$ cat config.mk
export PLATFORM = sky130hd
export DESIGN_NAME = pwr_mode_ctrl
export DESIGN_NICKNAME = d
export VERILOG_FILES = /design/src/rtl/pmc_pkg.sv /design/src/rtl/pmc_sync.sv /design/src/rtl/pmc_wake_det.sv /design/src/rtl/pmc_regs.sv /design/src/rtl/pmc_fsm.sv /design/src/rtl/pwr_mode_ctrl.sv
export SDC_FILE = /design/constraint.sdc
export NUM_CORES = 1
export LEC_CHECK = 0
export CORE_MARGIN = 5
export CORE_UTILIZATION = 40
export CTS_BUF_LIST = sky130_fd_sc_hd__clkbuf_2 sky130_fd_sc_hd__clkbuf_4 sky130_fd_sc_hd__clkbuf_8
export DETAILED_ROUTE_END_ITERATION = 12
export PLACE_DENSITY = 0.82
export SYNTH_ARGS = -nofsm -noshare
export SYNTH_HDL_FRONTEND = slang
export SYNTH_SLANG_ARGS = --single-unit
$ cat constraint.sdc
create_clock -name clk -period 2 [get_ports clk]
set_input_delay 0.4 -clock clk [delete_from_list [all_inputs] [get_ports clk]]
set_output_delay 0.4 -clock clk [all_outputs]
set_load 0.01 [all_outputs]
$ cat src/rtl/pmc_pkg.sv
package pmc_pkg;

  localparam int MODE_BITS = 3;
  localparam int BIT_IDLE  = 0;
  localparam int BIT_STOP  = 1;
  localparam int BIT_SHDN  = 2;

  typedef enum logic [1:0] {
    PM_ACTIVE = 2'd0,
    PM_IDLE   = 2'd1,
    PM_STOP   = 2'd2,
    PM_SHDN   = 2'd3
  } pm_state_e;

  typedef struct packed {
    logic halt;
    logic periph;
    logic irq;
    logic shdn;
    logic clk;
  } pm_gates_t;

  // Shutdown wins over Stop, Stop wins over Idle.
  function automatic pm_state_e pick_mode(input logic [MODE_BITS-1:0] req);
    if (req[BIT_SHDN])      return PM_SHDN;
    else if (req[BIT_STOP]) return PM_STOP;
    else if (req[BIT_IDLE]) return PM_IDLE;
    else                    return PM_ACTIVE;
  endfunction

  function automatic pm_gates_t gates_for(input pm_state_e st);
    pm_gates_t g;
    unique case (st)
      PM_IDLE: g = '{halt: 1'b1, periph: 1'b1, irq: 1'b1, shdn: 1'b0, clk: 1'b1};
      PM_STOP: g = '{halt: 1'b1, periph: 1'b0, irq: 1'b0, shdn: 1'b0, clk: 1'b1};
      PM_SHDN: g = '{halt: 1'b1, periph: 1'b0, irq: 1'b0, shdn: 1'b1, clk: 1'b0};
      default: g = '{halt: 1'b0, periph: 1'b1, irq: 1'b1, shdn: 1'b0, clk: 1'b1};
    endcase
    return g;
  endfunction

endpackage

$ cat src/rtl/pmc_sync.sv
module pmc_sync #(
  parameter int STAGES    = 2,
  parameter bit RESET_VAL = 1'b1
) (
  input  logic clk,
  input  logic rst,
  input  logic din,
  output logic dout
);
  logic [STAGES-1:0] chain;

  genvar i;
  generate
    for (i = 0; i < STAGES; i++) begin : g_stage
      if (i == 0) begin : g_first
        always_ff @(posedge clk) begin
          if (rst) chain[0] <= RESET_VAL;
          else     chain[0] <= din;
        end
      end else begin : g_next
        always_ff @(posedge clk) begin
          if (rst) chain[i] <= RESET_VAL;
          else     chain[i] <= chain[i-1];
        end
      end
    end
  endgenerate

  assign dout = chain[STAGES-1];
endmodule

$ cat src/rtl/pmc_wake_det.sv
module pmc_wake_det #(
  parameter int LOW_CYCLES = 2
) (
  input  logic clk,
  input  logic rst,
  input  logic sync_n,
  output logic wake
);
  localparam int CW = $clog2(LOW_CYCLES + 1);
  localparam logic [CW-1:0] LIMIT = CW'(LOW_CYCLES - 1);

  logic [CW-1:0] low_cnt;

  always_ff @(posedge clk) begin
    if (rst || sync_n)        low_cnt <= '0;
    else if (low_cnt < LIMIT) low_cnt <= low_cnt + 1'b1;
  end

  assign wake = !sync_n && (low_cnt >= LIMIT);

  // a wake needs the pin low for the full filter window.
  p_wake_needs_run_r9: assert property (@(posedge clk) disable iff (rst)
    (wake && LOW_CYCLES > 1) |-> $past(!sync_n));
endmodule

$ cat src/rtl/pmc_regs.sv
module pmc_regs
  import pmc_pkg::*;
(
  input  logic                 clk,
  input  logic                 rst,
  input  logic                 wr,
  input  logic [MODE_BITS-1:0] wdata,
  input  logic                 running,
  input  logic                 clr_idle,
  input  logic                 clr_shdn,
  output logic [MODE_BITS-1:0] mode_q
);
  logic [MODE_BITS-1:0] clr_vec;

  always_comb begin
    clr_vec = '0;
    clr_vec[BIT_IDLE] = clr_idle;
    clr_vec[BIT_SHDN] = clr_shdn;
  end

  genvar b;
  generate
    for (b = 0; b < MODE_BITS; b++) begin : g_bit
      always_ff @(posedge clk) begin
        if (rst)                mode_q[b] <= 1'b0;
        else if (clr_vec[b])    mode_q[b] <= 1'b0;
        else if (wr && running) mode_q[b] <= wdata[b];
      end
    end
  endgenerate

  // reset clears every mode bit.
  p_reset_clears_r10: assert property (@(posedge clk)
    rst |=> (mode_q == '0));

  // writes while halted leave the register untouched.
  p_write_ignored_r11: assert property (@(posedge clk) disable iff (rst)
    (!running && !clr_idle && !clr_shdn) |=> $stable(mode_q));
endmodule

$ cat src/rtl/pmc_fsm.sv
module pmc_fsm
  import pmc_pkg::*;
(
  input  logic                 clk,
  input  logic                 rst,
  input  logic                 retire,
  input  logic [MODE_BITS-1:0] mode_q,
  input  logic                 irq_hit,
  input  logic                 wake,
  output pm_state_e            state,
  output logic                 clr_idle,
  output logic                 clr_shdn,
  output pm_gates_t            gates
);
  pm_state_e nxt;

  always_comb begin
    nxt      = state;
    clr_idle = 1'b0;
    clr_shdn = 1'b0;
    unique case (state)
      PM_ACTIVE: if (retire) nxt = pick_mode(mode_q);
      PM_IDLE: if (irq_hit) begin
        nxt      = PM_ACTIVE;
        clr_idle = 1'b1;
      end
      PM_STOP: nxt = PM_STOP;
      PM_SHDN: if (wake) begin
        nxt      = PM_ACTIVE;
        clr_shdn = 1'b1;
      end
      default: nxt = PM_ACTIVE;
    endcase
  end

  always_ff @(posedge clk) begin
    if (rst) begin
      state <= PM_ACTIVE;
      gates <= gates_for(PM_ACTIVE);
    end else begin
      state <= nxt;
      gates <= gates_for(nxt);
    end
  end

  // the running state is left only on a retire strobe.
  p_entry_on_retire_r2: assert property (@(posedge clk) disable iff (rst)
    (state == PM_ACTIVE && !retire) |=> (state == PM_ACTIVE));

  // Stop beats Idle when both bits are set.
  p_stop_over_idle_r3: assert property (@(posedge clk) disable iff (rst)
    (state == PM_ACTIVE && retire && mode_q[BIT_STOP] && !mode_q[BIT_SHDN])
      |=> (state == PM_STOP));

  // an enabled interrupt ends Idle at the next edge.
  p_idle_exit_r5: assert property (@(posedge clk) disable iff (rst)
    (state == PM_IDLE && irq_hit) |=> (state == PM_ACTIVE && !mode_q[BIT_IDLE]));

  // only reset leaves Stop.
  p_stop_sticky_r7: assert property (@(posedge clk) disable iff (rst)
    (state == PM_STOP) |=> (state == PM_STOP));
endmodule

$ cat src/rtl/pwr_mode_ctrl.sv
module pwr_mode_ctrl
  import pmc_pkg::*;
#(
  parameter int NUM_IRQ         = 8,
  parameter int SYNC_STAGES     = 2,
  parameter int WAKE_LOW_CYCLES = 2
) (
  input  logic                 clk,
  input  logic                 rst,
  input  logic                 pcon_wr,
  input  logic [MODE_BITS-1:0] pcon_wdata,
  input  logic                 insn_retire,
  input  logic [NUM_IRQ-1:0]   irq_req,
  input  logic [NUM_IRQ-1:0]   irq_en,
  input  logic                 gpio_wake_n,
  output logic [MODE_BITS-1:0] pcon_q,
  output logic                 cpu_halt,
  output logic                 periph_en,
  output logic                 irq_gate,
  output logic                 clk_en,
  output logic                 shutdown_req
);
  logic      wake_sync_n;
  logic      wake;
  logic      irq_hit;
  logic      clr_idle;
  logic      clr_shdn;
  pm_state_e state;
  pm_gates_t gates;

  assign irq_hit = |(irq_req & irq_en);

  pmc_sync #(.STAGES(SYNC_STAGES), .RESET_VAL(1'b1)) u_sync (
    .clk (clk), .rst (rst), .din (gpio_wake_n), .dout (wake_sync_n)
  );

  pmc_wake_det #(.LOW_CYCLES(WAKE_LOW_CYCLES)) u_wake (
    .clk (clk), .rst (rst), .sync_n (wake_sync_n), .wake (wake)
  );

  pmc_regs u_regs (
    .clk      (clk),
    .rst      (rst),
    .wr       (pcon_wr),
    .wdata    (pcon_wdata),
    .running  (state == PM_ACTIVE),
    .clr_idle (clr_idle),
    .clr_shdn (clr_shdn),
    .mode_q   (pcon_q)
  );

  pmc_fsm u_fsm (
    .clk      (clk),
    .rst      (rst),
    .retire   (insn_retire),
    .mode_q   (pcon_q),
    .irq_hit  (irq_hit),
    .wake     (wake),
    .state    (state),
    .clr_idle (clr_idle),
    .clr_shdn (clr_shdn),
    .gates    (gates)
  );

  assign cpu_halt     = gates.halt;
  assign periph_en    = gates.periph;
  assign irq_gate     = gates.irq;
  assign clk_en       = gates.clk;
  assign shutdown_req = gates.shdn;

  // in Shutdown the clock is gated and everything else is off.
  p_shdn_gates_r8: assert property (@(posedge clk) disable iff (rst)
    shutdown_req |-> (cpu_halt && !clk_en && !periph_en && !irq_gate));

  // the clock keeps running whenever no shutdown is requested.
  p_clk_runs_r6: assert property (@(posedge clk) disable iff (rst)
    !shutdown_req |-> clk_en);
endmodule

==> out/qor.yml <==
outcome:
  outcome: "completed"
yosys:
  ys_seq_area_share_pct: 47.82
  netlist_top_cells_area: "dfxtp_1 (48%), mux2i_1 (5.5%), a22oi_1 (5.5%)"
  synthesis.area_um2: 544.3
  ys.warnings.count: 0
  synth_top_family_by_area: "compound AO/OA/AOI/OAI gates"
  synth-compound-area-share_pct: 18.16
  synthCells: 55
  synthDistinctLibCells: 23
  synthSimpleGateAreaFrac_pct: 17.47
  synthMuxAreaShare_pct: 5.517
  synth_top_area_cell: "dfxtp_1"
  synth_seq_cells: 13
  yosys.area_share.adder_pct: 4.598
  syn_nets: 81
  syn_area_per_cell_um2: 9.896
  synth_top_area_share_pct: 47.82
  synth_xor_area_share_pct: 1.609
clock_network:
  clock_path_buffers: 2
  clk_latency_ns: 0.27
  cts_hold_buf: 0
  clk_pin_slew_ns: 0.08
  cts_buffers: 3
  cts_resized: 0
  cts_tree: "built"
  clock_sinks: 13
  cts_root_buf: "clkbuf_4"
  htree_levels: 1
  cts_setup_buffers: 0
power:
  vdd_drop_max_uv: 427.6
  combPwrFrac_pct: 21.3
  pwr-share-seq_pct: 48.9
  swShare_pct: 23.31
  p_clk_share_pct: 29.7
  p_leak_nw: 0.3368
  p_sw_mw: 0.1353
  power_density_mw_per_mm2: 650.8
  p_int_mw: 0.4452
grt:
  grt_pass1_wl_mm: 2.035
  grt_start_max_net_pins: 12
  grt-ovfl-total: 0
  grt_antenna_before_repair: 0
  grt_usage_pct: 13.19
  first_global_vias: 514
final_layout:
  nets: 115
  layout_commonest_cell: "clkdlybuf4s50_1"
  final_cell_mix: "clkdlybuf4s50_1 (31), dfxtp_1 (13), inv_1 (4), a22oi_1 (4), clkbuf_4 (4)"
  drive_above_1_share_pct: 10.23
  syn_to_final_growth_pct: 63.91
  design_area_um2: 892.1
  fillerInstances: 115
  num_antenna_cells: 0
sta:
  relSlewSlack_pct: 75.15
  period_needed_ns: 1.597
  fmax_ghz: 0.6261
  finalMaxSlewViolations: 0
  finalSetupTns_ns: 0
  fin_crit_sh_pct: 79.85
  finClkSkew_ns: 0.007319
  setup_viol: 0
  final-hold-violation-count: 0
  whs_ns: 0.4224
  worstMarginPinSlew_ns: 0.3716
  rsz0062_at_grt: "false"
placed_design:
  portBuffers: 31
  place_area_um2: 862.1
  gp_congestion: 0.6799
  dp_hpwl_mm: 1.060
critical_path:
  crit_chain: "clkdlybuf4s50_1"
  crit_buf_inv: 1
  critPathCaptureType: "output pin"
  required_ns: 1.60
  arrival_ns: 1.20
  crit_path_top_delay_cell: "clkdlybuf4s50_1"
  max_stage_delay_ns: 0.55
  cp-start-kind: "flip-flop"
  crit_type: "reg -> out"
  cp_top_family: "buffers and inverters"
  crit_fanout: 4
drt:
  drc: 0
  post_drt_wl_per_cell_um: 12.17
  drt-initial-drc-count: 0
  dr.pass1.iters: 1
  top_layer: "met4"
  ant_nets: 0
  routed-wl-met3_um: 76
  routed-wl-met2_um: 670
  vias: 510
  viasPerCell: 4.951
  drt_wl_total_mm: 1.253
  wirelength_met1_um: 485
worst_hold_path:
  hp-class: "reg -> reg"
die:
  initial_core_util_pct: 41.83
  core_area_mm2: 0.001301
  dieArea_mm2: 0.002198
  dieHeight_um: 46.89
  dieWidth_um: 46.89
  rows: 13
  io_pins: 32
flow_run:
  maxCapViolations: 0
==> logic make-up after synthesis <==
kind of cell | Yosys count
mux | 3
flops | 13
xor+xnor | 1
buf+inv | 6
simple gates | 18
compound gates | 12
fa+ha+maj | 2
==> Yosys cell counts <==
master    number
dfxtp_1       13
a22oi_1        4
inv_1          4
mux2i_1        3
nand2_1        3
nor2_1         3
nor3_1         3
or2_2          3
a21oi_1        2
a311oi_1       2
ha_1           2
o211ai_1       2
a32oi_2        1
buf_4          1
clkbuf_1       1
nand2b_1       1
nand3_1        1
nand4_1        1
nor2_2         1
nor2b_1        1
o211a_1        1
or3b_1         1
xnor2_1        1
==> power groups by stage <==
stage	Sequential (mW)	Combinational [mW]	Clock, mW
global route	0.287	0.135	0.190
CTS	0.284	0.125	0.181
finish	0.284	0.124	0.173
detailed placement	0.290	0.125	0
floorplan	0.294	0.0469	0
global placement	0.290	0.123	0
==> layer usage <==
layer	track usage [%]	vias to the layer above
li1	-	266
met3	2.682	4
met1	14.19	227
met5	0	-
met2	23.31	13
met4	8.287	0
==> final cells by class <==
| cell class | instances | area [um2] | share of cell area, % |
|---|---|---|---|
| multi-input cells | 36 | 257.7 | 28.89 |
| flip-flops and latches | 13 | 260.3 | 29.17 |
| inverters | 4 | 15.01 | 1.683 |
| repair buffers | 31 | 310.3 | 34.78 |
| clock buffers | 4 | 30.03 | 3.366 |
| well taps | 15 | 18.77 | 2.104 |
==> through the flow <==
stage	instances	util [%]	total power [mW]	setup slack, ns
6_report	103	68.56	0.5805	0.4029
5_1_grt	103	68.56	0.6120	0.3319
4_1_cts	103	68.56	0.5908	0.3866
3_5_place_dp	99	66.25	0.4151	0.2912
3_3_place_gp	99	66.25	0.4127	0.3418
2_1_floorplan	55	-	0.3406	0.6249
==> sequential cells by signal, summed over array words and instances (netlist names) <==
| name | count |
|---|---|
| u_fsm.gates | 4 |
| u_regs.mode_q | 3 |
| u_fsm.state | 2 |
| u_wake.low_cnt | 2 |
| u_sync.chain | 1 |
| u_sync.dout | 1 |
==> final timing paths <==
| path | start | endpoint | slack, ns | cells past startpoint |
|---|---|---|---|---|
| setup / recovery | u_regs.mode_q[2] | pcon_q[2] | 0.40 | 1 |
| hold / removal | u_sync.chain[0] | u_sync.dout | 0.42 | 1 |
| setup reg to reg | u_wake.low_cnt[0] | u_fsm.gates[4] | 0.51 | 5 |
| hold reg to reg | u_sync.chain[0] | u_sync.dout | 0.42 | 1 |
Power figures use the tool's default switching activity.
